### src/rtl/dac_ctrl_pkg.sv
package dac_ctrl_pkg;

    localparam int CTRL_W = 4;
    localparam int NCH    = 2;

    localparam logic [CTRL_W-1:0] OP_NOP        = 4'h0;
    localparam logic [CTRL_W-1:0] OP_LD_A       = 4'h1;
    localparam logic [CTRL_W-1:0] OP_LD_B       = 4'h2;
    localparam logic [CTRL_W-1:0] OP_UPD        = 4'h8;
    localparam logic [CTRL_W-1:0] OP_LD_A_UPD   = 4'h9;
    localparam logic [CTRL_W-1:0] OP_LD_B_UPD   = 4'hA;
    localparam logic [CTRL_W-1:0] OP_WAKE       = 4'hD;
    localparam logic [CTRL_W-1:0] OP_SLEEP      = 4'hE;
    localparam logic [CTRL_W-1:0] OP_LD_ALL_UPD = 4'hF;

    typedef enum logic {FRM_IDLE, FRM_SHIFT} frm_state_e;
    typedef enum logic {PWR_AWAKE, PWR_ASLEEP} pwr_state_e;

    typedef struct packed {
        logic [NCH-1:0] load;
        logic           update;
        logic           wake;
        logic           sleep;
    } action_t;

    function automatic action_t decode_ctrl(input logic [CTRL_W-1:0] op);
        action_t a;
        a = '0;
        unique case (op)
            OP_LD_A:       a.load = 2'b01;
            OP_LD_B:       a.load = 2'b10;
            OP_UPD:        begin a.update = 1'b1; a.wake = 1'b1; end
            OP_LD_A_UPD:   begin a.load = 2'b01; a.update = 1'b1; a.wake = 1'b1; end
            OP_LD_B_UPD:   begin a.load = 2'b10; a.update = 1'b1; a.wake = 1'b1; end
            OP_WAKE:       a.wake = 1'b1;
            OP_SLEEP:      a.sleep = 1'b1;
            OP_LD_ALL_UPD: begin a.load = 2'b11; a.update = 1'b1; a.wake = 1'b1; end
            default:       a = '0;
        endcase
        return a;
    endfunction

endpackage

### src/rtl/bit_sync.sv
module bit_sync #(
    parameter int             W       = 1,
    parameter int             STAGES  = 2,
    parameter logic [W-1:0]   RST_VAL = '0
) (
    input  logic         clk,
    input  logic         rst_n,
    input  logic [W-1:0] raw,
    output logic [W-1:0] synced
);

    logic [STAGES-1:0][W-1:0] stg_q;

    always_ff @(posedge clk or negedge rst_n) begin
        if (!rst_n) begin
            for (int i = 0; i < STAGES; i++) stg_q[i] <= RST_VAL;
        end else begin
            stg_q[0] <= raw;
            for (int i = 1; i < STAGES; i++) stg_q[i] <= stg_q[i-1];
        end
    end

    assign synced = stg_q[STAGES-1];

endmodule

### src/rtl/frame_shifter.sv
module frame_shifter
    import dac_ctrl_pkg::*;
#(
    parameter int DATA_W = 10,
    parameter int PAD_W  = 2
) (
    input  logic              clk,
    input  logic              rst_n,
    input  logic              cs_n,
    input  logic              sck,
    input  logic              din,
    output logic              word_valid,
    output logic              frame_err,
    output logic [CTRL_W-1:0] ctrl,
    output logic [DATA_W-1:0] data
);

    localparam int WORD_W = CTRL_W + DATA_W + PAD_W;
    localparam int CNT_W  = $clog2(WORD_W + 2);
    localparam logic [CNT_W-1:0] CNT_FULL = CNT_W'(WORD_W);
    localparam logic [CNT_W-1:0] CNT_CAP  = CNT_W'(WORD_W + 1);

    frm_state_e        state_q, state_d;
    logic              cs_prev_q, sck_prev_q;
    logic              cs_rise, cs_fall, sck_rise;
    logic [CNT_W-1:0]  cnt_q;
    logic [WORD_W-1:0] sh_q;
    logic              valid_q, err_q;

    assign cs_rise  =  cs_n & ~cs_prev_q;
    assign cs_fall  = ~cs_n &  cs_prev_q;
    assign sck_rise =  sck  & ~sck_prev_q;

    always_ff @(posedge clk or negedge rst_n) begin
        if (!rst_n) begin
            cs_prev_q  <= 1'b1;
            sck_prev_q <= 1'b0;
        end else begin
            cs_prev_q  <= cs_n;
            sck_prev_q <= sck;
        end
    end

    always_comb begin
        state_d = state_q;
        unique case (state_q)
            FRM_IDLE:  if (cs_fall) state_d = FRM_SHIFT;
            FRM_SHIFT: if (cs_rise) state_d = FRM_IDLE;
            default:   state_d = FRM_IDLE;
        endcase
    end

    always_ff @(posedge clk or negedge rst_n) begin
        if (!rst_n) state_q <= FRM_IDLE;
        else        state_q <= state_d;
    end

    always_ff @(posedge clk or negedge rst_n) begin
        if (!rst_n) begin
            cnt_q   <= '0;
            sh_q    <= '0;
            valid_q <= 1'b0;
            err_q   <= 1'b0;
        end else begin
            valid_q <= 1'b0;
            err_q   <= 1'b0;
            unique case (state_q)
                FRM_IDLE: begin
                    if (cs_fall) cnt_q <= '0;
                end
                FRM_SHIFT: begin
                    if (cs_rise) begin
                        valid_q <= (cnt_q == CNT_FULL);
                        err_q   <= (cnt_q != CNT_FULL);
                    end else if (sck_rise) begin
                        sh_q <= {sh_q[WORD_W-2:0], din};
                        if (cnt_q != CNT_CAP) cnt_q <= cnt_q + CNT_W'(1);
                    end
                end
                default: ;
            endcase
        end
    end

    assign word_valid = valid_q;
    assign frame_err  = err_q;
    assign ctrl       = sh_q[WORD_W-1 -: CTRL_W];
    assign data       = sh_q[PAD_W +: DATA_W];

endmodule

### src/rtl/cmd_exec.sv
module cmd_exec
    import dac_ctrl_pkg::*;
#(
    parameter int DATA_W = 10
) (
    input  logic                           clk,
    input  logic                           rst_n,
    input  logic                           word_valid,
    input  logic [CTRL_W-1:0]              ctrl,
    input  logic [DATA_W-1:0]              data,
    output logic [NCH-1:0][DATA_W-1:0]     dac_codes,
    output logic                           asleep
);

    action_t    act;
    pwr_state_e pwr_q, pwr_d;

    assign act = decode_ctrl(ctrl);

    always_comb begin
        pwr_d = pwr_q;
        if (word_valid) begin
            unique case (pwr_q)
                PWR_AWAKE:  if (act.sleep) pwr_d = PWR_ASLEEP;
                PWR_ASLEEP: if (act.wake)  pwr_d = PWR_AWAKE;
                default:    pwr_d = PWR_AWAKE;
            endcase
        end
    end

    always_ff @(posedge clk or negedge rst_n) begin
        if (!rst_n) pwr_q <= PWR_AWAKE;
        else        pwr_q <= pwr_d;
    end

    assign asleep = (pwr_q == PWR_ASLEEP);

    for (genvar ch = 0; ch < NCH; ch++) begin : g_chan
        logic [DATA_W-1:0] stage_q, stage_d, out_q;

        assign stage_d = (word_valid && act.load[ch]) ? data : stage_q;

        always_ff @(posedge clk or negedge rst_n) begin
            if (!rst_n) begin
                stage_q <= '0;
                out_q   <= '0;
            end else begin
                stage_q <= stage_d;
                if (word_valid && act.update) out_q <= stage_d;
            end
        end

        assign dac_codes[ch] = out_q;
    end

endmodule

### src/rtl/dual_dac_ctrl.sv
module dual_dac_ctrl
    import dac_ctrl_pkg::*;
#(
    parameter int DATA_W      = 10,
    parameter int PAD_W       = 2,
    parameter int SYNC_STAGES = 2
) (
    input  logic              clk,
    input  logic              rst_n,
    input  logic              ser_cs_n,
    input  logic              ser_sck,
    input  logic              ser_din,
    output logic [DATA_W-1:0] code_a,
    output logic [DATA_W-1:0] code_b,
    output logic              sleep,
    output logic              oe_a,
    output logic              oe_b,
    output logic              frame_err
);

    logic [2:0]                    pins_s;
    logic                          frm_valid;
    logic [CTRL_W-1:0]             frm_ctrl;
    logic [DATA_W-1:0]             frm_data;
    logic [NCH-1:0][DATA_W-1:0]    codes;
    logic                          asleep;

    bit_sync #(
        .W      (3),
        .STAGES (SYNC_STAGES),
        .RST_VAL(3'b001)
    ) u_sync (
        .clk   (clk),
        .rst_n (rst_n),
        .raw   ({ser_din, ser_sck, ser_cs_n}),
        .synced(pins_s)
    );

    frame_shifter #(
        .DATA_W(DATA_W),
        .PAD_W (PAD_W)
    ) u_frame (
        .clk       (clk),
        .rst_n     (rst_n),
        .cs_n      (pins_s[0]),
        .sck       (pins_s[1]),
        .din       (pins_s[2]),
        .word_valid(frm_valid),
        .frame_err (frame_err),
        .ctrl      (frm_ctrl),
        .data      (frm_data)
    );

    cmd_exec #(
        .DATA_W(DATA_W)
    ) u_exec (
        .clk       (clk),
        .rst_n     (rst_n),
        .word_valid(frm_valid),
        .ctrl      (frm_ctrl),
        .data      (frm_data),
        .dac_codes (codes),
        .asleep    (asleep)
    );

    assign code_a = codes[0];
    assign code_b = codes[1];
    assign sleep  = asleep;
    assign oe_a   = ~asleep;
    assign oe_b   = ~asleep;

endmodule

### config.mk
export PLATFORM = sky130hd
export DESIGN_NAME = dual_dac_ctrl
export DESIGN_NICKNAME = d
export VERILOG_FILES = /design/src/rtl/dac_ctrl_pkg.sv /design/src/rtl/bit_sync.sv /design/src/rtl/frame_shifter.sv /design/src/rtl/cmd_exec.sv /design/src/rtl/dual_dac_ctrl.sv
export SDC_FILE = /design/constraint.sdc
export NUM_CORES = 1
export LEC_CHECK = 0
export ABC_AREA = 0
export BUFFER_PORTS_ARGS = -buffer_cell sky130_fd_sc_hd__buf_2
export CORE_ASPECT_RATIO = 2
export CORE_UTILIZATION = 25
export DETAILED_ROUTE_END_ITERATION = 8
export GPL_TIMING_DRIVEN = 0
export SLEW_MARGIN = 20
export SYNTH_ARGS = -nofsm -noshare
export SYNTH_HDL_FRONTEND = slang
export SYNTH_HIERARCHICAL = 1
export SYNTH_SLANG_ARGS = --single-unit
### constraint.sdc
create_clock -name clk -period 2.3 [get_ports clk]
set_clock_uncertainty 0.15 [all_clocks]
set_input_delay 0.345 -clock clk [delete_from_list [all_inputs] [get_ports clk]]
set_output_delay 0.345 -clock clk [all_outputs]
set_load 0.05 [all_outputs]
==> results of run 1 <==
[layout make-up]
type | instances | area (um2) | area share, %
Clock buffer | 10 | 239 | 5.51
Sequential cell | 73 | 1830 | 42.2
Inverter | 5 | 18.8 | 0.432
Timing Repair Buffer | 33 | 210 | 4.84
Multi-Input combinational cell | 179 | 1450 | 33.4
Tap cell | 189 | 236 | 5.45
Clock inverter | 6 | 88.8 | 2.05
Buffer | 37 | 268 | 6.17
[per-layer routing]
metal / track usage [%] / routed length, um / up-vias
met4: 7.97 / 385 / 0
met2: 22.5 / 4580 / 71
li1: - / - / 1198
met3: 2.27 / 246 / 28
met5: 0 / 0 / -
met1: 13.2 / 3330 / 1344
[power by group through the flow]
stage	sequential, mW	clock [mW]	combinational [mW]
2_1_floorplan	1.45	0	0.173
3_3_place_gp	1.46	0	0.228
3_5_place_dp	1.47	0	0.241
4_1_cts	1.44	1.56	0.246
5_1_grt	1.46	1.62	0.271
6_report	1.44	1.51	0.239
[worst max-delay path, stage by stage, from the launching register on]
cell and delay (ns):
dfrtp_1 0.38, buf_4 0.14, buf_6 0.12, nand3b_1 0.11, clkbuf_1 0.50, a31oi_1 0.21
a41oi_2 0.19
[synth_stat cells]
master | number | area share [%]
inv_1 | 5 | 0.53
a41oi_2 | 20 | 9.1
nand3_1 | 49 | 6.9
mux2_2 | 16 | 5.1
or3_1 | 1 | 0.18
nand2_1 | 8 | 0.84
nor4bb_1 | 4 | 1.1
or2_4 | 1 | 0.25
and4_1 | 1 | 0.25
mux2i_1 | 1 | 0.28
a21bo_1 | 1 | 0.28
nand3_2 | 10 | 2.8
a22o_1 | 1 | 0.25
a32oi_1 | 1 | 0.25
nor2_4 | 1 | 0.32
clkbuf_1 | 4 | 0.42
and3_1 | 2 | 0.35
o211ai_2 | 1 | 0.35
a31oi_1 | 20 | 3.5
or2_2 | 2 | 0.35
buf_4 | 20 | 4.2
a21oi_1 | 1 | 0.14
nor2b_2 | 1 | 0.25
a22oi_1 | 20 | 4.2
o21ai_0 | 3 | 0.42
nand3b_1 | 5 | 1.1
nor3_2 | 1 | 0.28
buf_2 | 7 | 0.98
dfrtp_1 | 70 | 49
ha_1 | 3 | 1.1
nand3b_2 | 1 | 0.32
buf_6 | 6 | 1.9
dfstp_2 | 3 | 2.2
and2_1 | 1 | 0.18
nor2_1 | 3 | 0.32
[per-stage QoR]
| stage | hold slack (ns) | power (mW) | utilization (%) | worst slack [ns] |
|---|---|---|---|---|
| after detailed placement | 0.140 | 1.71 | 28.6 | 0.403 |
| after floorplan | -0.101 | 1.62 | - | 0.515 |
| final | 0.198 | 3.20 | 31.2 | 0.400 |
| after CTS | 0.201 | 3.25 | 31.2 | 0.421 |
| after global routing | 0.213 | 3.35 | 31.2 | 0.330 |
| after global placement | 0.184 | 1.69 | 28.4 | 0.263 |
[registers in the layout, summed over array words and instances, names as in the netlist]
signal                 flops
u_frame/state_q            1
u_sync/synced              3
u_frame/word_valid         1
u_exec/g_chan.stage_q     20
u_frame/cnt_q              5
u_exec/g_chan.out_q       20
u_exec/asleep              1
u_sync/stg_q               3
u_frame/frame_err          1
u_frame/cs_prev_q          1
u_frame/sh_q              16
u_frame/sck_prev_q         1
[path summary, 6_finish.rpt]
| check | start | endpoint | slack, ns | cells past startpoint |
|---|---|---|---|---|
| min in group asynchronous | rst_n | u_exec/g_chan[0].out_q[9] | 0.33 | 2 |
| max in group asynchronous | rst_n | u_frame/sh_q[5] | 1.10 | 3 |
| worst max register to register | u_frame/sh_q[12] | u_exec/g_chan[1].out_q[1] | 0.40 | 6 |
| worst max-delay path | u_frame/sh_q[12] | u_exec/g_chan[1].out_q[1] | 0.40 | 6 |
| worst min-delay path | u_sync/stg_q[1] | u_sync/synced[1] | 0.20 | 0 |
| worst min register to register | u_sync/stg_q[1] | u_sync/synced[1] | 0.20 | 0 |
[repair_timing]
item / 4_1_cts / 5_1_grt
hold buffers: 4 / 0
resized for setup: 0 / 0
hold endpoints to repair: 25 / 0
[cell families (layout without fill, tap and decap cells)]
kind of cell	after synthesis	in the layout	share of synthesized area (%)
simple gates	91	91	15.7
flops	73	73	51.3
compound gates	68	68	18.5
buf+inv	42	91	8.03
mux	17	17	5.33
fa+ha+maj	3	3	1.05
==> results.sh, run 1 <==
export IMPL_crit_path_end_kind="flop"
export IMPL_stdcell_count=532
export IMPL_dpl_hpwl_um=6150
export IMPL_final_common_cell="dfrtp_1"
export IMPL_pin_count=29
export IMPL_die_h_um=171
export IMPL_setup_viol=0
export IMPL_placed_cell_area_um2=3970
export IMPL_yosys_warnings=6
export IMPL_cellPowerDensity_nw_per_um2=737
export IMPL_tightest_slew_ns=0.624
export IMPL_portBuffers=28
export IMPL_status="finished clean"
export IMPL_drc=0
export IMPL_path_clk_slew_ns=0.06
export IMPL_fin_crit_sh_pct=82.6
export IMPL_grt_usage_pct=12.5
export IMPL_clockBufferDepth=2
export IMPL_syn_inst=294
export IMPL_grt_pass1_wl_um=14000
export IMPL_final_area_um2=4340
export IMPL_die_x_um=86.5
export IMPL_synth_area_per_cell_um2=12.1
export IMPL_min_path_type="flop to flop"
export IMPL_wl_per_cell_um=16.1
export IMPL_hold_viol_final=0
export IMPL_ir_drop_uv=334
export IMPL_synthDistinctLibCells=35
export IMPL_gp_congestion=0.803
export IMPL_rows=61
export IMPL_cp_start_kind="flop"
export IMPL_routed_via_density=4.96
export IMPL_start_util_pct=25.7
export IMPL_mostFrequentLayoutCells="dfrtp_1, nand3_1, buf_2"
export IMPL_diodes=0
export IMPL_drive_gt1_share_pct=39.4
export IMPL_crit_required_ns=2.40
export IMPL_cts_root_buf="clkbuf_16"
export IMPL_critical_path_class="flop to flop"
export IMPL_power_switching_uw=720
export IMPL_syn_area_um2=3570
export IMPL_slew_viol_final=0
export IMPL_coreArea_um2=13900
export IMPL_ant_nets=0
export IMPL_firstDrtPassIters=5
export IMPL_dp_cells=512
export IMPL_ys_seq_area_share_pct=51.3
export IMPL_crit_arrival_ns=2.00
export IMPL_worstSkewPairLatency_ns=0.33
export IMPL_p_leak_nw=1.95
export IMPL_grt_max_degree=49
export IMPL_tns_ns=0
export IMPL_post_route_min_period_ns=1.90
export IMPL_max_cap_violations=0
export IMPL_grt_ovfl_total=0
export IMPL_antenna_found_initial=0
export IMPL_comb_power_share_pct=7.5
export IMPL_p_int_mw=2.48
export IMPL_fmax_ghz=0.526
export IMPL_swShare_pct=22.5
export IMPL_drt_iter0_drc=111
export IMPL_path_max_fanout=10
export IMPL_cts_tree="built"
export IMPL_dieArea_um2=14800
export IMPL_cts_made_buffers=9
export IMPL_rsz0062_at_grt="false"
export IMPL_postCtsSetupBuffers=0
export IMPL_pwr_share_seq_pct=45.1
export IMPL_h_tree_depth=3
export IMPL_first_global_vias=2712
export IMPL_routed_wirelength_um=8550
export IMPL_pwr_share_clk_pct=47.4
export IMPL_cts_sinks=73
export IMPL_ys_ff_latch=73
export IMPL_slew_headroom_pct=58.4
export IMPL_nNetsFinal=346
export IMPL_vias=2641
export IMPL_synth_fp_nets=302
export IMPL_syn_to_final_growth_pct=21.7
export IMPL_fillerInstances=1449
No activity file was read; power rests on OpenSTA's default activity.
==> run 2: changes to the inputs <==
clock period = 1.9 ns   (was 2.3 ns; I/O delays follow)
==> results.sh, run 2 (synthesis gave the netlist of run 1 again) <==
export IMPL_status="finished clean"
export IMPL_mostFrequentLayoutCells="dfrtp_1, nand3_1, buf_2"
export IMPL_startpoint="u_frame/sh_q[14]"
export IMPL_first_global_vias=2712
export IMPL_p_leak_nw=1.95
export IMPL_syn_to_final_growth_pct=21.9
export IMPL_crit_chain="buf_4, a21bo_1, clkbuf_1, a31oi_1, a41oi_2"
export IMPL_coreArea_um2=13900
export IMPL_cellPowerDensity_nw_per_um2=889
export IMPL_die_x_um=86.5
export IMPL_start_util_pct=25.7
export IMPL_critical_path_top_delay_family="buffers and inverters"
export IMPL_grt_max_degree=49
export IMPL_cts_sinks=73
export IMPL_cts_made_buffers=9
export IMPL_drive_gt1_share_pct=39.9
export IMPL_post_route_min_period_ns=1.83
export IMPL_timing_rr_start="u_frame/sh_q[14]"
export IMPL_vias=2638
export IMPL_drt_iter0_drc=157
export IMPL_dieArea_um2=14800
export IMPL_critical_path_buf_inv_count=2
export IMPL_worstSkewPairLatency_ns=0.33
export IMPL_grt_usage_pct=12.5
export IMPL_final_area_um2=4350
export IMPL_power_switching_uw=867
export IMPL_cts_root_buf="clkbuf_16"
export IMPL_rows=61
export IMPL_slew_viol_final=0
export IMPL_pwr_share_seq_pct=45.2
export IMPL_dpl_worst_slack_ns=0.00280
export IMPL_tightest_slew_ns=0.621
export IMPL_routed_via_density=4.96
export IMPL_swShare_pct=22.4
export IMPL_path_clk_slew_ns=0.06
export IMPL_dpl_hpwl_um=6150
export IMPL_nNetsFinal=346
export IMPL_crit_arrival_ns=1.92
export IMPL_ant_nets=0
export IMPL_fillerInstances=1448
export IMPL_drc=0
export IMPL_antenna_found_initial=0
export IMPL_crit_path_top_delay_cell="clkbuf_1"
export IMPL_gp_congestion=0.803
export IMPL_clockBufferDepth=2
export IMPL_hold_start="u_sync/stg_q[1]"
export IMPL_setup_viol=0
export IMPL_comb_power_share_pct=7.5
export IMPL_pin_count=29
export IMPL_p_int_mw=3.00
export IMPL_multi_input_area_um2=1450
export IMPL_max_cap_violations=0
export IMPL_pwr_share_clk_pct=47.3
export IMPL_path_max_fanout=10
export IMPL_die_h_um=171
export IMPL_cp_start_kind="flop"
export IMPL_routed_wirelength_um=8540
export IMPL_firstDrtPassIters=5
export IMPL_wl_per_cell_um=16.1
export IMPL_h_tree_depth=3
export IMPL_ir_drop_uv=403
export IMPL_grt_pass1_wl_um=14000
export IMPL_fmax_ghz=0.546
export IMPL_cts_tree="built"
export IMPL_slew_headroom_pct=58.6
export IMPL_placed_cell_area_um2=3970
export IMPL_critical_path_class="flop to flop"
export IMPL_top_regs="u_exec/g_chan.out_q (20), u_exec/g_chan.stage_q (20), u_frame/sh_q (16)"
export IMPL_setup_ws_ns=0.0696
export IMPL_rsz0062_at_grt="false"
export IMPL_fin_crit_sh_pct=96.3
export IMPL_crit_required_ns=1.99
export IMPL_postCtsSetupBuffers=0
export IMPL_min_path_type="flop to flop"
export IMPL_seq_area_um2=1830
export IMPL_portBuffers=28
export IMPL_diodes=0
export IMPL_hold_viol_final=0
export IMPL_post_route_util_pct=31.3
export IMPL_cp_slowest_stage_delay_ns=0.49
export IMPL_grt_ovfl_total=0
export IMPL_crit_path_end_kind="flop"
export IMPL_final_common_cell="dfrtp_1"
-- run 2: cell count changes in the layout (fill, tap and decap cells not counted) --
cell / delta
clkbuf_1: -2
clkbuf_2: +2
buf_2: -1
clkbuf_4: +1
-- run 2: layer usage --
| metal | vias to the layer above | share of wire [%] | wire length [um] | GRT usage [%] |
|---|---|---|---|---|
| li1 | 1202 | - | - | - |
| met1 | 1325 | 38 | 3280 | 13.2 |
| met2 | 83 | 54 | 4580 | 22.5 |
| met3 | 28 | 3.2 | 277 | 2.27 |
| met4 | 0 | 4.7 | 402 | 7.97 |
| met5 | - | 0 | 0 | 0 |
-- run 2: what timing repair did --
item | CTS | global route
resized for setup | 0 | 5
endpoints found under the hold margin | 25 | 0
hold buffers | 4 | 0
setup endpoints to repair | 0 | 14
-- run 2: stage by stage --
step	hold WS, ns	power, mW	setup TNS, ns	std cells
CTS	0.201	3.93	0	532
floorplan	-0.161	1.96	0	294
detailed placement	0.0797	2.07	0	512
finish	0.198	3.86	0	532
global route	0.213	4.05	0	532
global placement	0.184	2.05	-4.93	511
-- run 2: final cells by class --
class / count / share of cell area, %
buffer: 37 / 6.28
clock buffer: 10 / 5.50
clock inverter: 6 / 2.04
inverter: 5 / 0.432
multi-input combinational: 179 / 33.3
sequential: 73 / 42.1
tap: 189 / 5.44
timing repair buffer: 33 / 4.84
-- run 2: final timing paths --
path | to | slack (ns) | cells past startpoint
worst max-delay path | u_exec/g_chan[1].out_q[1] | 0.07 | 5
worst max register to register | u_exec/g_chan[1].out_q[1] | 0.07 | 5
max in group asynchronous | u_frame/sh_q[5] | 0.76 | 3
worst min register to register | u_sync/synced[1] | 0.20 | 0
min in group asynchronous | u_exec/g_chan[0].out_q[9] | 0.27 | 2
worst min-delay path | u_sync/synced[1] | 0.20 | 0
-- run 2: power by group through the flow --
| stage | combinational (mW) | clock, mW | sequential [mW] |
|---|---|---|---|
| after CTS | 0.298 | 1.89 | 1.75 |
| after global placement | 0.276 | 0 | 1.77 |
| after global routing | 0.328 | 1.96 | 1.77 |
| after detailed placement | 0.291 | 0 | 1.78 |
| final | 0.290 | 1.83 | 1.75 |
| after floorplan | 0.209 | 0 | 1.75 |
-- run 2: worst register-to-register path, cell delays in order, from the launching register on --
cell      delay [ns]
dfrtp_1         0.38
buf_4           0.14
a21bo_1         0.20
clkbuf_1        0.49
a31oi_1         0.21
a41oi_2         0.18
==> run 3: changes to the inputs <==
CORE_UTILIZATION = 59   (was 25)
PLACE_DENSITY = 0.79   (was unset)
==> results.sh, run 3 (synthesis gave the netlist of run 1 again) <==
export IMPL_top_regs="u_exec/g_chan.out_q (20), u_exec/g_chan.stage_q (20), u_frame/sh_q (16)"
export IMPL_ant_nets=0
export IMPL_dp_cells=384
export IMPL_syn_to_final_growth_pct=17.3
export IMPL_grt_max_degree=48
export IMPL_diodes=0
export IMPL_path_clk_slew_ns=0.05
export IMPL_path_max_fanout=10
export IMPL_nNetsFinal=346
export IMPL_max_cap_violations=0
export IMPL_firstDrtPassIters=7
export IMPL_pin_count=29
export IMPL_grt_busiest_layer="met2"
export IMPL_cp_start_kind="flop"
export IMPL_slew_headroom_pct=63.6
export IMPL_clockBufferDepth=2
export IMPL_status="finished, violations left"
export IMPL_first_global_vias=2772
export IMPL_tns_ns=0
export IMPL_wl_per_cell_um=19.8
export IMPL_grt_pass1_wl_um=13000
export IMPL_final_area_um2=4180
export IMPL_ir_drop_uv=812
export IMPL_hold_viol_final=0
export IMPL_coreArea_um2=5760
export IMPL_dpl_hpwl_um=5500
export IMPL_violations="design-rule violations"
export IMPL_placed_cell_area_um2=3810
export IMPL_drive_gt1_share_pct=39.7
export IMPL_final_common_cell="dfrtp_1"
export IMPL_gp_congestion=0.863
export IMPL_fin_crit_sh_pct=95.9
export IMPL_cts_made_buffers=9
export IMPL_tightest_slew_ns=0.544
export IMPL_cts_tree="built"
export IMPL_dieArea_um2=6380
export IMPL_antenna_found_initial=0
export IMPL_met1_usage_pct=29.5
export IMPL_routed_wirelength_um=8020
export IMPL_slew_viol_final=0
export IMPL_drt_iter0_drc=196
export IMPL_rsz0062_at_grt="false"
export IMPL_cellPowerDensity_nw_per_um2=923
export IMPL_setup_ws_ns=0.0781
export IMPL_rows=39
export IMPL_portBuffers=28
export IMPL_use_met3_pct=5.92
export IMPL_met2_usage_pct=47.2
export IMPL_die_x_um=57.0
export IMPL_drc=4
export IMPL_setup_viol=0
export IMPL_worst_hold_slack_ns=0.201
export IMPL_cts_sinks=73
export IMPL_crit_path_end_kind="flop"
export IMPL_crit_arrival_ns=1.88
export IMPL_stdcell_count=404
export IMPL_p_leak_nw=1.96
export IMPL_start_util_pct=61.9
export IMPL_min_path_type="flop to flop"
export IMPL_fmax_ghz=0.549
export IMPL_worstSkewPairLatency_ns=0.33
export IMPL_critical_path_class="flop to flop"
export IMPL_crit_required_ns=1.96
export IMPL_routed_via_density=6.71
export IMPL_vias=2712
export IMPL_h_tree_depth=3
export IMPL_die_h_um=112
export IMPL_mostFrequentLayoutCells="dfrtp_1, nand3_1, buf_2"
export IMPL_post_route_min_period_ns=1.82
export IMPL_grt_usage_pct=27.4
export IMPL_grt_ovfl_total=0
export IMPL_dpl_worst_slack_ns=0.0834
export IMPL_cts_root_buf="clkbuf_16"
## run 3: cell types whose count changed in the layout (fill, tap and decap cells not counted), sizes merged
cell and change:
clkinv -1, clkinvlp -2, clkbuf +3, inv -1, buf +1
## run 3: critical path, cell delays in order, from the launching register on
cell and delay [ns]:
dfstp_2 0.51, buf_4 0.10, nor2b_2 0.33, nor2_4 0.12, buf_4 0.20, mux2_2 0.28
## run 3: repair_timing
item | CTS | global route
resized for setup | 0 | 8
endpoints found under the setup margin | 0 | 17
hold endpoints to repair | 28 | 0
setup buffers | 0 | 0
hold buffers | 4 | 0
## run 3: final timing paths
kind	startpoint	to	slack (ns)	cells after the start
max	u_sync/synced[0]	u_frame/sh_q[1]	0.08	5
min	u_sync/stg_q[2]	u_sync/synced[2]	0.20	0
max reg2reg	u_sync/synced[0]	u_frame/sh_q[1]	0.08	5
min reg2reg	u_sync/stg_q[2]	u_sync/synced[2]	0.20	0
max in group asynchronous	rst_n	u_sync/stg_q[0]	0.73	3
min in group asynchronous	rst_n	u_exec/g_chan[0].out_q[9]	0.27	2
## run 3: final cells by class
class                   count  area [um2]
repair buffers             33         210
inverters                   5        18.8
fillers                   423        1580
plain buffers              37         273
multi-input cells         179        1450
clock inverters             2        60.1
flip-flops and latches     73        1830
clock buffers              14         264
well taps                  61        76.3
## run 3: where the power goes
part / total, mW / internal [mW] / leakage, nW / switching, mW
Clock: 1.81 / 1.22 / 0.157 / 0.584
Sequential: 1.76 / 1.66 / 0.984 / 0.0978
Combinational: 0.297 / 0.156 / 0.820 / 0.141
Total: 3.86 / 3.04 / 1.96 / 0.823
## run 3: metal layers
layer,part of all wire [%],up-vias
met1,37,1384
met5,0,-
met2,54,109
met3,5.4,24
li1,-,1195
met4,3.9,0
## run 3: through the flow
step | utilization (%) | total power [mW]
global placement | 65.7 | 2.05
floorplan | - | 1.96
finish | 72.6 | 3.86
global route | 72.6 | 3.98
detailed placement | 66.2 | 2.07
CTS | 72.5 | 3.89
